--- src/rtl/stack_seq_pkg.sv ---
package stack_seq_pkg;

  localparam int AW  = 16;
  localparam int DW  = 8;
  localparam int TSW = 5;

  typedef enum logic [2:0] {
    S_IDLE,
    S_PUSH_H,
    S_PUSH_L,
    S_POP_L,
    S_POP_H,
    S_POP_W,
    S_FIN
  } seq_st_e;

  typedef struct packed {
    logic           valid;
    logic           skip;
    logic           push;
    logic           nmi_ret;
    logic [1:0]     len;
    logic [TSW-1:0] ts;
    logic [AW-1:0]  tgt;
  } dec_t;

endpackage

--- src/rtl/stack_seq_decode.sv ---
module stack_seq_decode
  import stack_seq_pkg::*;
(
  input  logic          ed_pfx,
  input  logic [7:0]    opcode,
  input  logic [AW-1:0] operand,
  input  logic          cond_ok,
  output dec_t          dec
);

  logic is_ccall, is_cret, is_rst;

  assign is_ccall = (opcode[7:6] == 2'b11) && (opcode[2:0] == 3'b100);
  assign is_cret  = (opcode[7:6] == 2'b11) && (opcode[2:0] == 3'b000);
  assign is_rst   = (opcode[7:6] == 2'b11) && (opcode[2:0] == 3'b111);

  always_comb begin
    dec = '0;
    if (ed_pfx) begin
      if (opcode == 8'h4D || opcode == 8'h45) begin
        dec.valid   = 1'b1;
        dec.len     = 2'd2;
        dec.ts      = TSW'(14);
        dec.nmi_ret = (opcode == 8'h45);
      end
    end else if (opcode == 8'hCD) begin
      dec.valid = 1'b1;
      dec.push  = 1'b1;
      dec.len   = 2'd3;
      dec.ts    = TSW'(17);
      dec.tgt   = operand;
    end else if (is_ccall) begin
      dec.valid = 1'b1;
      dec.len   = 2'd3;
      dec.tgt   = operand;
      if (cond_ok) begin
        dec.push = 1'b1;
        dec.ts   = TSW'(17);
      end else begin
        dec.skip = 1'b1;
        dec.ts   = TSW'(10);
      end
    end else if (opcode == 8'hC9) begin
      dec.valid = 1'b1;
      dec.len   = 2'd1;
      dec.ts    = TSW'(10);
    end else if (is_cret) begin
      dec.valid = 1'b1;
      dec.len   = 2'd1;
      if (cond_ok) begin
        dec.ts = TSW'(11);
      end else begin
        dec.skip = 1'b1;
        dec.ts   = TSW'(5);
      end
    end else if (is_rst) begin
      dec.valid = 1'b1;
      dec.push  = 1'b1;
      dec.len   = 2'd1;
      dec.ts    = TSW'(11);
      dec.tgt   = {{(AW-6){1'b0}}, opcode[5:3], 3'b000};
    end
  end

endmodule

--- src/rtl/stack_seq_core.sv ---
module stack_seq_core
  import stack_seq_pkg::*;
#(
  parameter logic [AW-1:0] PC_RESET = '0,
  parameter logic [AW-1:0] SP_RESET = '1
) (
  input  logic           clk,
  input  logic           rst_n,
  input  logic           start,
  input  dec_t           dec,
  input  logic           iff_we,
  input  logic           iff1_in,
  input  logic           iff2_in,
  output logic [AW-1:0]  mem_addr,
  output logic [DW-1:0]  mem_wdata,
  output logic           mem_we,
  output logic           mem_rd,
  input  logic [DW-1:0]  mem_rdata,
  output logic [AW-1:0]  pc,
  output logic [AW-1:0]  sp,
  output logic           iff1,
  output logic           iff2,
  output logic           busy,
  output logic           done,
  output logic [TSW-1:0] done_ts
);

  seq_st_e        st_q, st_n;
  logic [AW-1:0]  pc_q, pc_n, sp_q, sp_n;
  logic [AW-1:0]  ret_q, ret_n, tgt_q, tgt_n;
  logic [DW-1:0]  lo_q, lo_n;
  logic [TSW-1:0] ts_q, ts_n;
  logic           nmi_q, nmi_n;
  logic           iff1_q, iff1_n, iff2_q, iff2_n;
  logic           accept, iff_load;

  assign accept   = (st_q == S_IDLE) && start && dec.valid;
  assign iff_load = (st_q == S_IDLE) && iff_we;

  // next-state process
  always_comb begin
    st_n   = st_q;
    pc_n   = pc_q;
    sp_n   = sp_q;
    ret_n  = ret_q;
    tgt_n  = tgt_q;
    lo_n   = lo_q;
    ts_n   = ts_q;
    nmi_n  = nmi_q;
    iff1_n = iff1_q;
    iff2_n = iff2_q;
    unique case (st_q)
      S_IDLE: begin
        if (iff_load) begin
          iff1_n = iff1_in;
          iff2_n = iff2_in;
        end
        if (accept) begin
          ts_n  = dec.ts;
          nmi_n = dec.nmi_ret;
          tgt_n = dec.tgt;
          ret_n = pc_q + AW'(dec.len);
          if (dec.skip) begin
            pc_n = pc_q + AW'(dec.len);
            st_n = S_FIN;
          end else if (dec.push) begin
            st_n = S_PUSH_H;
          end else begin
            st_n = S_POP_L;
          end
        end
      end
      S_PUSH_H: st_n = S_PUSH_L;
      S_PUSH_L: begin
        sp_n = sp_q - AW'(2);
        pc_n = tgt_q;
        st_n = S_FIN;
      end
      S_POP_L: st_n = S_POP_H;
      S_POP_H: begin
        lo_n = mem_rdata;
        st_n = S_POP_W;
      end
      S_POP_W: begin
        pc_n = {mem_rdata, lo_q};
        sp_n = sp_q + AW'(2);
        if (nmi_q) iff1_n = iff2_q;
        st_n = S_FIN;
      end
      S_FIN:   st_n = S_IDLE;
      default: st_n = S_IDLE;
    endcase
  end

  // register process
  always_ff @(posedge clk or negedge rst_n) begin
    if (!rst_n) begin
      st_q   <= S_IDLE;
      pc_q   <= PC_RESET;
      sp_q   <= SP_RESET;
      ret_q  <= '0;
      tgt_q  <= '0;
      lo_q   <= '0;
      ts_q   <= '0;
      nmi_q  <= 1'b0;
      iff1_q <= 1'b0;
      iff2_q <= 1'b0;
    end else begin
      st_q   <= st_n;
      pc_q   <= pc_n;
      sp_q   <= sp_n;
      iff1_q <= iff1_n;
      iff2_q <= iff2_n;
      if (accept) begin
        ret_q <= ret_n;
        tgt_q <= tgt_n;
        ts_q  <= ts_n;
        nmi_q <= nmi_n;
      end
      if (st_q == S_POP_H) lo_q <= lo_n;
    end
  end

  // memory port and status outputs
  always_comb begin
    mem_addr  = '0;
    mem_wdata = '0;
    mem_we    = 1'b0;
    mem_rd    = 1'b0;
    unique case (st_q)
      S_PUSH_H: begin
        mem_we    = 1'b1;
        mem_addr  = sp_q - AW'(1);
        mem_wdata = ret_q[AW-1:AW-DW];
      end
      S_PUSH_L: begin
        mem_we    = 1'b1;
        mem_addr  = sp_q - AW'(2);
        mem_wdata = ret_q[DW-1:0];
      end
      S_POP_L: begin
        mem_rd   = 1'b1;
        mem_addr = sp_q;
      end
      S_POP_H: begin
        mem_rd   = 1'b1;
        mem_addr = sp_q + AW'(1);
      end
      default: ;
    endcase
  end

  assign pc      = pc_q;
  assign sp      = sp_q;
  assign iff1    = iff1_q;
  assign iff2    = iff2_q;
  assign busy    = (st_q != S_IDLE);
  assign done    = (st_q == S_FIN);
  assign done_ts = done ? ts_q : '0;

  // low byte goes one address below the high byte, on the next cycle
  a_r2_push_pair: assert property (@(posedge clk) disable iff (!rst_n)
    (mem_we && mem_addr == sp_q - AW'(1)) |=> (mem_we && mem_addr == $past(mem_addr) - AW'(1)));

  // second pop read is one address above the first
  a_r4_pop_pair: assert property (@(posedge clk) disable iff (!rst_n)
    (st_q == S_POP_L) |=> (mem_rd && mem_addr == $past(mem_addr) + AW'(1)));

  // completed pop advances SP by two, wrapping
  a_r8_pop_sp_step: assert property (@(posedge clk) disable iff (!rst_n)
    (st_q == S_POP_W) |=> (sp_q == $past(sp_q) + AW'(2)));

  // no memory traffic while idle
  a_r3_idle_quiet: assert property (@(posedge clk) disable iff (!rst_n)
    !busy |-> (!mem_we && !mem_rd));

  // done is a single-cycle pulse
  a_r11_done_pulse: assert property (@(posedge clk) disable iff (!rst_n)
    done |=> !done);

  // interrupt-enable bits hold unless loaded while idle or restored by a pop
  a_r10_iff_hold: assert property (@(posedge clk) disable iff (!rst_n)
    (busy && st_q != S_POP_W) |=> ($stable(iff1) && $stable(iff2)));

  // a start while busy does not restart the sequence
  a_r9_busy_no_restart: assert property (@(posedge clk) disable iff (!rst_n)
    (busy && !done) |=> busy);

endmodule

--- src/rtl/stack_seq.sv ---
module stack_seq
  import stack_seq_pkg::*;
#(
  parameter logic [15:0] PC_RESET = 16'h0000,
  parameter logic [15:0] SP_RESET = 16'hFFFF
) (
  input  logic        clk,
  input  logic        rst_n,
  input  logic        start,
  input  logic        ed_pfx,
  input  logic [7:0]  opcode,
  input  logic [15:0] operand,
  input  logic        cond_ok,
  input  logic        iff_we,
  input  logic        iff1_in,
  input  logic        iff2_in,
  output logic [15:0] mem_addr,
  output logic [7:0]  mem_wdata,
  output logic        mem_we,
  output logic        mem_rd,
  input  logic [7:0]  mem_rdata,
  output logic [15:0] pc,
  output logic [15:0] sp,
  output logic        iff1,
  output logic        iff2,
  output logic        busy,
  output logic        done,
  output logic [4:0]  done_ts
);

  logic rst_meta_q, rst_sync_q;
  dec_t dec;

  // asynchronous assert, synchronous release
  always_ff @(posedge clk or negedge rst_n) begin
    if (!rst_n) begin
      rst_meta_q <= 1'b0;
      rst_sync_q <= 1'b0;
    end else begin
      rst_meta_q <= 1'b1;
      rst_sync_q <= rst_meta_q;
    end
  end

  stack_seq_decode u_dec (
    .ed_pfx  (ed_pfx),
    .opcode  (opcode),
    .operand (operand),
    .cond_ok (cond_ok),
    .dec     (dec)
  );

  stack_seq_core #(
    .PC_RESET (PC_RESET),
    .SP_RESET (SP_RESET)
  ) u_core (
    .clk       (clk),
    .rst_n     (rst_sync_q),
    .start     (start),
    .dec       (dec),
    .iff_we    (iff_we),
    .iff1_in   (iff1_in),
    .iff2_in   (iff2_in),
    .mem_addr  (mem_addr),
    .mem_wdata (mem_wdata),
    .mem_we    (mem_we),
    .mem_rd    (mem_rd),
    .mem_rdata (mem_rdata),
    .pc        (pc),
    .sp        (sp),
    .iff1      (iff1),
    .iff2      (iff2),
    .busy      (busy),
    .done      (done),
    .done_ts   (done_ts)
  );

endmodule

--- config.mk ---
export PLATFORM = sky130hd
export DESIGN_NAME = stack_seq
export DESIGN_NICKNAME = d
export VERILOG_FILES = /design/src/rtl/stack_seq_pkg.sv /design/src/rtl/stack_seq_decode.sv /design/src/rtl/stack_seq_core.sv /design/src/rtl/stack_seq.sv
export SDC_FILE = /design/constraint.sdc
export NUM_CORES = 1
export LEC_CHECK = 0
export BUFFER_PORTS_ARGS = -buffer_cell sky130_fd_sc_hd__buf_4
export CORE_MARGIN = 1
export CORE_UTILIZATION = 45
export DETAILED_ROUTE_END_ITERATION = 6
export PLACE_DENSITY = 0.69
export SYNTH_ARGS = -nofsm -noshare
export SYNTH_HDL_FRONTEND = slang
export SYNTH_SLANG_ARGS = --single-unit
--- constraint.sdc ---
create_clock -name clk -period 3.45 [get_ports clk]
set_input_delay 0.69 -clock clk [delete_from_list [all_inputs] [get_ports clk]]
set_output_delay 0.69 -clock clk [all_outputs]
set_load 0.1 [all_outputs]
==> results of run 1 <==
[kinds of logic after synthesis]
group	Yosys count	share of synthesized area
and+or+nand+nor	261	0.2430
muxes	12	0.02414
AOI/OAI and AO/OA	158	0.2009
DFF	83	0.3964
buffers and inverters	63	0.06200
xor gates and xnor gates	36	0.05963
adders and majority gates	5	0.01325
other	1	0.0007092
[worst max path at each step]
| stage | slack, ns | depth (start not counted) | end | startpoint |
|---|---|---|---|---|
| global route | 0.06 | 6 | mem_addr[14] | u_core.sp[4] |
| detailed placement | 0.18 | 10 | u_core.pc[9] | opcode[5] |
| CTS | 0.14 | 6 | mem_addr[14] | u_core.sp[4] |
| global placement | 0.27 | 10 | u_core.pc[9] | opcode[5] |
| floorplan | -0.41 | 5 | mem_addr[2] | u_core.sp[1] |
| finish | 0.17 | 6 | mem_addr[14] | u_core.sp[4] |
[stage by stage]
stage	hold WS [ns]	area [sq um]
final	0.1225	6518
after global routing	0.1128	6518
after CTS	0.1136	6515
after detailed placement	0.3381	6177
after global placement	0.3391	6177
after floorplan	0.3312	5361
[timing repair]
item / CTS / global route
resized for setup: 0 / 1
buffers inserted: 0 / 0
hold endpoints to repair: 0 / 0
setup endpoints to repair: 0 / 1
[flip-flops by register name (all words and copies together) (netlist names)]
signal and flops:
rst_meta_q 1, rst_sync_q 1, u_core.iff1 1, u_core.iff2 1, u_core.lo_q 8, u_core.nmi_q 1
u_core.pc 16, u_core.ret_q 16, u_core.sp 15, u_core.st_q 3, u_core.tgt_q 16, u_core.ts_q 4
[area by class of cell]
type / count / share of cell area
inverter: 10 / 0.005759
timing repair buffer: 123 / 0.1417
clock inverter: 5 / 0.01305
tap: 143 / 0.02745
clock buffer: 11 / 0.03878
multi-input combinational: 474 / 0.4511
sequential: 83 / 0.3221
[Yosys cell counts, types with 6 or more instances]
| library cell | number |
|---|---|
| mux2_2 | 6 |
| and2_1 | 8 |
| o22ai_1 | 6 |
| nand3_1 | 29 |
| buf_2 | 16 |
| a22oi_1 | 28 |
| nor2_1 | 40 |
| xnor2_1 | 16 |
| inv_1 | 10 |
| nand2_1 | 113 |
| a21oi_1 | 25 |
| buf_6 | 7 |
| and4_1 | 6 |
| dfstp_2 | 15 |
| xor2_1 | 20 |
| a31oi_1 | 11 |
| clkbuf_1 | 21 |
| a22o_1 | 6 |
| nor3_1 | 15 |
| dfrtp_1 | 68 |
| a211oi_1 | 6 |
| o21ai_2 | 10 |
| nand4_1 | 12 |
| o21ai_0 | 27 |
| o21ai_1 | 7 |
| mux2i_1 | 6 |
[critical path: cells and delay by family (launching register included)]
family,cells,cell delay [ns]
muxes,1,0.27
and+or+nand+nor,3,0.69
AOI/OAI and AO/OA,1,0.33
buffers and inverters,1,0.23
DFF,1,0.73
[cell usage in the layout (no fill, tap or decap), drive strengths merged, types with 8 or more instances in the layout]
cell	count
and2	8
a21oi	25
a22oi	28
nor3	15
xor2	20
clkbuf	11
dfstp	15
o21ai	44
nor2	41
nand2	114
xnor2	16
nand3	29
nand4	12
dfrtp	68
buf	123
a31oi	11
inv	10
[routing by layer]
layer  track usage  wire length [um]
met1        0.3716              7187
met2        0.3797              7000
met3       0.03403               896
met4       0.08978               254
met5             0                 0
==> results.md, run 1 <==
- run status: finished clean
- transition time at the pin with the least slew margin: 1.237 ns
- Final period util: 0.9506
- via/cell ratio: 5.863
- startpoint type of the worst setup path: flop
- number of nets with antenna violations after routing: 0
- average wire per cell in the routed design: 18.07 um
- Starting Density: 0.4631
- total area of sequential cells: 2100 sq um
- cell total after placement: 833
- Finished Layout Cells: 849
- maximum single-stage delay on the critical path: 0.73 ns
- number of hold violations in the final report: 0
- asr flop ratio synth: 1.000
- area of the core region: 11,420 sq um
- H-Tree Level Count: 3
- post-DP HPWL: 10.79 mm
- warning count from the yosys run: 0
- Die Span Y: 110.4 um
- critical path class: flop to output port
- unrepaired setup endpoints after global routing: false
- synthesized area per cell: 8.542 sq um
- Hold Path Class: input port to asynchronous set/reset pin
- number of enable-type register cells in the synthesized netlist: 0
- die area: 12,190 sq um
- net count reported at finish: 746
- clock tree from TritonCTS: built
- largest area contributor in the netlist: dfrtp_1
- post-synthesis cell count: 619
- Post-Syn Area: 5288 sq um
- number of port buffers: 105
- clock buffers created by TritonCTS: 9
- Row Count: 39
- Area growth syn-to-layout: 23.26%
- count of final max-slew check failures: 0
- final setup violation count: 0
- distinct cell type count of the synthesized netlist: 62
- root buf cell: clkbuf_16
- maximum achievable frequency: 304.9 MHz
- clock sink count: 83
- Min Clock Period, post-route: 3.280 ns
- 1st-pass router iterations: 5
- Top cell by count, worst path: nand4_1
- crit-path cells: nand4_1 > nor2_2 > nand4_1 > a211o_1 > mux2_2 > buf_4
- leading cell types by total area after synthesis: dfrtp_1, nand2_1, dfstp_2
- total congestion overflow: 0
- Critical-path top delay cell: dfstp_2
- layout filler cell count: 1,036
- top-level I/O count: 107
- reported max-cap violation count: 0
- arrival time of the worst setup path: 2.59 ns
- die width: 110.4 um
- Reg clk slew, reported paths: 0.06 ns
- CTS Hold Buffers Added: 0
- critical path endpoint category: output port
- biggest fanout along the worst timing path: 16
- Total Routing Usage GR: 0.2526
- initial antenna violation count: 0
- launch instance of the worst register-to-register path: u_core.st_q[2]
- share of the synthesized area in the top cell type: 0.3218
- dominant register cell in the synthesized netlist: dfrtp_1
- pin count of the biggest net entering global routing: 82
- sequential fraction of the synthesis area: 0.3964
- via count of the first global-routing pass: 4,672
- worst setup timing slack at the placement stage: 0.1773 ns
- Worst Reg2Reg Path Length in Cells: 7
- headroom to the max-slew limit: 0.1695
- post-route clock skew: 0.007830 ns
- sum of routed wire length over all layers: 15.34 mm
- Setup TNS: 0 ns
- maximum buffer depth of the clock tree: 2
- proportion of layout cells with a drive suffix above 1: 0.2819
- post-detailed-route DRC marker count: 0
- area used by multi-input combinational logic: 2940 sq um
- count of inserted antenna diode cells: 0
- Core Util, Final: 0.5708
- capture point of the worst reg-to-reg path: u_core.pc[10]
- Req. time, crit path: 2.76 ns
- count of routing violations after the opening detailed-route iteration: 349
- via count of the routed design: 4,978
- later-pin clock latency in the skew report: 0.34 ns
- Register-to-Register Setup Slack: 0.35 ns
- smallest setup slack after layout: 0.1705 ns
- RD Place Congestion: 0.8793
- number of register bits inferred by synthesis: 83
- first-pass GRT wire length: 24.70 mm
Power of run 1 is left out: the tool's default activity adds up to more than one toggle a clock period on the data nets, which glitch-free logic cannot reach.
==> run 2: changes to the inputs <==
==> constraint.sdc (replaced) <==
create_clock -name clk -period 3.45 [get_ports clk]
set_input_delay 0.345 -clock clk [delete_from_list [all_inputs] [get_ports clk]]
set_output_delay 0.345 -clock clk [all_outputs]
set_load 0.1 [all_outputs]
==> run 2 against run 1 <==
Compared with the run above:
- die area stayed put
- flip-flop and latch count stayed put
- cell count is 0.12% lower
- maximum frequency is 7.3% higher
==> results.md, run 2 (same netlist as run 1, synthesis figures left out) <==
- smallest setup slack after layout: 0.3935 ns, +0.2230 ns
- via/cell ratio: 5.901, +0.64%
- reported max-cap violation count: 0, unchanged
- critical path endpoint category: output port
- post-route clock skew: 0.008726 ns, +0.0008962 ns
- die width: 110.4 um, unchanged
- clock sink count: 83, unchanged
- post-DP HPWL: 10.61 mm, -1.7%
- Reg clk slew, reported paths: 0.06 ns, about the same
- first-pass GRT wire length: 24.25 mm, -1.8%
- Starting Density: 0.4631, unchanged
- maximum buffer depth of the clock tree: 2, unchanged
- Die Span Y: 110.4 um, unchanged
- via count of the routed design: 5,004, +0.52%
- Hold Path Class: input port to flop
- net count reported at finish: 746, unchanged
- critical path launch point: u_core.st_q[2]
- design area: 6507 sq um, -0.15%
- Gates resized, CTS repair: 0, unchanged
- unrepaired setup endpoints after global routing: false
- count of final max-slew check failures: 0, unchanged
- Setup TNS: 0 ns, unchanged
- transition time at the pin with the least slew margin: 1.059 ns, -0.1786 ns
- H-Tree Level Count: 3, unchanged
- Register-to-Register Setup Slack: 0.99 ns, +0.64 ns
- buffer count from post-CTS setup fixing: 0, unchanged
- worst setup path end: mem_addr[11]
- Req. time, crit path: 3.11 ns, +0.35 ns
- sum of routed wire length over all layers: 14.86 mm, -3.1%
- total congestion overflow: 0, unchanged
- capture point of the worst reg-to-reg path: u_core.tgt_q[3]
- via count of the first global-routing pass: 4,630, -0.90%
- initial antenna violation count: 0, unchanged
- Min Clock Period, post-route: 3.057 ns, -0.2230 ns
- count of routing violations after the opening detailed-route iteration: 445, +28%
- Area growth syn-to-layout: 23.07%
- pin count of the biggest net entering global routing: 82, unchanged
- launch instance of the worst register-to-register path: u_core.st_q[2]
- startpoint type of the worst setup path: flop
- Final period util: 0.8860, -0.06463
- post-detailed-route DRC marker count: 0, unchanged
- critical path class: flop to output port
- top-level I/O count: 107, unchanged
- number of nets with antenna violations after routing: 0, unchanged
- arrival time of the worst setup path: 2.71 ns, +0.12 ns
- clock tree from TritonCTS: built
- final setup violation count: 0, unchanged
- headroom to the max-slew limit: 0.2941, +0.1246
- top library cells by usage in the layout, fill and taps aside: buf_4, nand2_1, dfrtp_1
- Total Routing Usage GR: 0.2450, -0.007577
- run status: finished clean
- 1st-pass router iterations: 6, +1
- clock buffers created by TritonCTS: 9, unchanged
- RD Place Congestion: 0.9365, +6.5%
- root buf cell: clkbuf_16
- placed cell areas: 6147 sq um, -0.49%
- worst setup timing slack at the placement stage: 0.4948 ns, +0.3176 ns
- biggest fanout along the worst timing path: 20, +4
- die area: 12,190 sq um, unchanged
- count of inserted antenna diode cells: 0, unchanged
- most common library cell in the layout ignoring fill and taps: buf_4
- number of hold violations in the final report: 0, unchanged
- proportion of layout cells with a drive suffix above 1: 0.2723, -0.009529
- area of the core region: 11,420 sq um, unchanged
- average wire per cell in the routed design: 17.52 um, -3.0%
- Worst Reg2Reg Path Length in Cells: 4, -3
- later-pin clock latency in the skew report: 0.33 ns, about the same
- number of port buffers: 105, unchanged
- Row Count: 39, unchanged
- maximum achievable frequency: 327.2 MHz, +7.3%
## run 2: cell types whose count changed in the layout (fill, tap and decap cells not counted), sizes merged
cell,previous run,this run
clkinv,2,0
dlygate4sd3,0,1
buf,123,122
bufinv,2,3
## run 2: layout make-up
| cell class | instances | area, sq um |
|---|---|---|
| clock buffer | 11 | 252.7 |
| clock inverter | 4 | 97.59 |
| fill | 1041 | 4911 |
| inverter | 10 | 37.54 |
| multi-input combinational | 474 | 2915 |
| sequential | 83 | 2100 |
| tap | 143 | 178.9 |
| timing repair buffer | 123 | 925.9 |
## run 2: worst max-delay path, cell delays in order (launching register included)
cell      delay (ns)
dfrtp_1         0.66
or3b_2          0.72
nor4_1          0.38
a211oi_1        0.13
a31oi_2         0.17
buf_4           0.31
## run 2: how the worst min path moves through the flow
stage / depth (start not counted) / start / slack [ns] / to
3_3_place_gp: 1 / rst_n / 0.13 / rst_meta_q
4_1_cts: 2 / opcode[3] / 0.21 / u_core.nmi_q
6_report: 2 / opcode[3] / 0.21 / u_core.nmi_q
3_5_place_dp: 1 / rst_n / 0.13 / rst_meta_q
2_1_floorplan: 0 / rst_n / 0.05 / rst_meta_q
5_1_grt: 2 / opcode[3] / 0.21 / u_core.nmi_q
## run 2: metrics by stage
stage               utilization  hold slack, ns  instances
floorplan                     -         0.04941        620
global placement         0.5384          0.1276        832
detailed placement       0.5384          0.1281        832
CTS                      0.5699          0.2091        848
global route             0.5699          0.2125        848
finish                   0.5699          0.2139        848
## run 2: metal layers
layer  up-vias  wire (um)  part of all wire  GRT usage
li1       2368          -                 -          -
met1      2423       6920              0.47     0.3641
met2       196       6773              0.46     0.3706
met3        17        976             0.066    0.04061
met4         0        189             0.013    0.06133
met5         -          0                 0          0
## run 2: what timing repair did
item                                   4_1_cts  5_1_grt
setup endpoints to repair                    0        0
hold buffers                                 1        0
endpoints found under the hold margin        2        0
Power of run 2 is left out for the same reason.
==> run 3: changes to the inputs <==
Settings changed: ABC_AREA from default to 1, CORE_MARGIN 1 to 5, PLACE_DENSITY 0.69 to 0.7.
==> run 3 against run 2 <==
Compared with the run above:
- area after synthesis shrank 2.2%
- routed wire length grew 2.2%
- sequential share of layout area grew 0.90 points
- global-route usage shrank 1.1 points
==> results.md, run 3 <==
- maximum achievable frequency: 346.0 MHz, +5.8%
- post-synthesis share of cell area spent on xor and xnor gates: 0.03896, -0.02067
- post-synthesis cell count: 723, +17%
- Final period util: 0.8377, -0.04827
- Buffers & Inverters on Critical Path: 2, +1
- launch instance of the worst register-to-register path: u_core.st_q[2]
- Hold Path Depth: 3, +1
- end point of the worst hold path: u_core.lo_q[0]
- die width: 117.2 um, +6.1%
- via count of the first global-routing pass: 5,000, +8.0%
- most used standard cell by instance count after synthesis: nand2_1
- root buf cell: clkbuf_16
- asr flop ratio synth: 1.000, unchanged
- Starting Density: 0.4567, -0.006397
- synthesized area per cell: 7.151 sq um, -16%
- reported max-cap violation count: 0, unchanged
- synthesized-area fraction occupied by and/or/nand/nor cells: 0.3434, +0.1004
- later-pin clock latency in the skew report: 0.34 ns, about the same
- combinational family with the most area after synthesis: simple AND/OR/NAND/NOR gates
- post-route clock skew: 0.004152 ns, -0.004574 ns
- headroom to the max-slew limit: 0.2997, +0.005545
- largest area contributor in the netlist: dfrtp_1
- most frequent cells after synthesis: nand2_1, nand3_1, dfrtp_1
- layout filler cell count: 1,124, +8.0%
- transition time at the pin with the least slew margin: 1.050 ns, -0.008317 ns
- via/cell ratio: 5.343, -9.5%
- maximum single-stage delay on the critical path: 0.41 ns, -0.31 ns
- critical path class: flop to output port
- Core Util, Final: 0.5592, -0.01067
- Reg clk slew, reported paths: 0.06 ns, about the same
- post-detailed-route DRC marker count: 0, unchanged
- 1st-pass router iterations: 5, -1
- proportion of synthesized area in mux cells: 0.002178, -0.02196
- number of enable-type register cells in the synthesized netlist: 0, unchanged
- leading cell types by total area after synthesis: dfrtp_1, nand2_1, dfstp_2
- die area: 13,730 sq um, +13%
- RD Place Congestion: 0.9404, +0.42%
- distinct cell type count of the synthesized netlist: 44, -29%
- run status: finished clean
- first-pass GRT wire length: 24.94 mm, +2.8%
- Top cell by count, worst path: nand2_1
- share of the synthesized area in the top cell type: 0.3291, +0.007321
- total congestion overflow: 0, unchanged
- critical path endpoint category: output port
- crit-path cells: inv_1 > ha_1 > nand2_1 > nor2_1 > nand2_1 > nor2_2 > nand2_1 > xor2_1 > nand2_1 > nand3_1 > buf_4
- Total Routing Usage GR: 0.2335, -0.01150
- Register-to-Register Setup Slack: 1.41 ns, +0.42 ns
- Worst path top cell family by delay: simple AND/OR/NAND/NOR gates
- proportion of layout cells with a drive suffix above 1: 0.2039, -0.06843
- dominant register cell in the synthesized netlist: dfrtp_1
- average wire per cell in the routed design: 15.78 um, -9.9%
- startpoint type of the worst setup path: flop
- initial antenna violation count: 0, unchanged
- buffer count from post-CTS setup fixing: 0, unchanged
- number of register bits inferred by synthesis: 83, unchanged
- net count reported at finish: 859, +15%
- sequential fraction of the synthesis area: 0.4054, +0.009017
- Worst Reg2Reg Path Length in Cells: 10, +6
- top library cells by usage in the layout, fill and taps aside: nand2_1, buf_4, nand3_1
- area of the core region: 11,320 sq um, -0.85%
- top-level I/O count: 107, unchanged
- unrepaired setup endpoints after global routing: false
- Min Clock Period, post-route: 2.890 ns, -0.1665 ns
- final setup violation count: 0, unchanged
- biggest fanout along the worst timing path: 7, -65%
- arithmetic-cell share of the synthesized area counting full adders, half adders and majority gates: 0.01355, +0.0003015
- number of port buffers: 105, unchanged
- Req. time, crit path: 3.11 ns, about the same
- warning count from the yosys run: 0, unchanged
- clock buffers created by TritonCTS: 9, unchanged
- Row Count: 39, unchanged
- Post-Syn Area: 5170 sq um, -2.2%
- post-DP HPWL: 11.03 mm, +4.0%
- H-Tree Level Count: 3, unchanged
- Area growth syn-to-layout: 22.46%
- clock tree from TritonCTS: built
- Die Span Y: 117.2 um, +6.1%
- number of hold violations in the final report: 0, unchanged
- count of inserted antenna diode cells: 0, unchanged
- Gates resized, CTS repair: 0, unchanged
- count of final max-slew check failures: 0, unchanged
- capture point of the worst reg-to-reg path: u_core.pc[3]
- Critical-path top delay cell: dfstp_2
- arrival time of the worst setup path: 2.55 ns, -0.16 ns
- pin count of the biggest net entering global routing: 82, unchanged
- start point of the worst min-delay path: mem_rdata[0]
- number of nets with antenna violations after routing: 0, unchanged
- via count of the routed design: 5,140, +2.7%
- clock sink count: 83, unchanged
- sum of routed wire length over all layers: 15.18 mm, +2.2%
- count of routing violations after the opening detailed-route iteration: 359, -19%
- Hold Path Class: input port to flop
- most common library cell in the layout ignoring fill and taps: nand2_1
- maximum buffer depth of the clock tree: 2, unchanged
- Compound-Gate Fraction of Synth Area: 0.1111, -0.08981
[run 3: worst max-delay path by stage]
stage | start | end | slack [ns] | depth (start not counted)
2_1_floorplan | u_core.st_q[1] | done_ts[0] | -0.23 | 4
5_1_grt | u_core.sp[1] | mem_addr[11] | 0.37 | 11
3_3_place_gp | opcode[1] | u_core.pc[10] | 0.93 | 19
4_1_cts | u_core.sp[1] | mem_addr[11] | 0.56 | 11
3_5_place_dp | opcode[1] | u_core.pc[8] | 0.85 | 17
6_report | u_core.sp[1] | mem_addr[11] | 0.56 | 11
[run 3: per-layer routing]
layer,track usage,wire (um),up-vias,part of all wire
met4,0.08333,302,0,0.020
met5,0,0,-,0
li1,-,-,2521,-
met2,0.3861,7234,190,0.48
met1,0.3152,6544,2410,0.43
met3,0.03033,1100,19,0.072
[run 3: per-stage QoR]
| step | setup WS (ns) | instances | instance area, sq um | TNS (ns) | hold slack (ns) |
|---|---|---|---|---|---|
| after floorplan | -0.2288 | 724 | 5194 | -0.8963 | 0.04941 |
| after global placement | 0.9336 | 945 | 6018 | 0 | 0.1270 |
| after detailed placement | 0.8495 | 945 | 6018 | 0 | 0.1288 |
| after CTS | 0.5590 | 962 | 6331 | 0 | 0.2104 |
| after global routing | 0.3679 | 962 | 6331 | 0 | 0.2252 |
| final | 0.5600 | 962 | 6331 | 0 | 0.2174 |
[run 3: what timing repair did]
action	CTS	global route
hold buffers	1	0
endpoints found under the setup margin	0	0
endpoints found under the hold margin	2	0
[run 3: cells by family after synthesis]
kind of cell / after synthesis
AOI/OAI and AO/OA: 93
xor gates and xnor gates: 23
adders and majority gates: 5
buffers and inverters: 99
DFF: 83
muxes: 1
other: 1
and+or+nand+nor: 418
[run 3: layout make-up]
cell class | instances | area, sq um | area share
Multi-Input combinational cell | 542 | 2660 | 0.4202
Tap cell | 143 | 178.9 | 0.02826
Sequential cell | 83 | 2100 | 0.3316
Inverter | 67 | 254.0 | 0.04012
Clock inverter | 1 | 5.005 | 0.0007905
Clock buffer | 15 | 297.8 | 0.04704
Timing Repair Buffer | 111 | 835.8 | 0.1320
[run 3: worst reg2reg max path, stage by stage, from the launching register on]
cell     delay (ns)
dfrtp_1        0.40
inv_1          0.14
nand2_1        0.13
nor2_2         0.10
buf_4          0.37
nor2_4         0.08
buf_4          0.29
a22oi_1        0.22
o21ai_1        0.09
nand2_1        0.07
nand2_1        0.05
Power of run 3 is left out for the same reason.
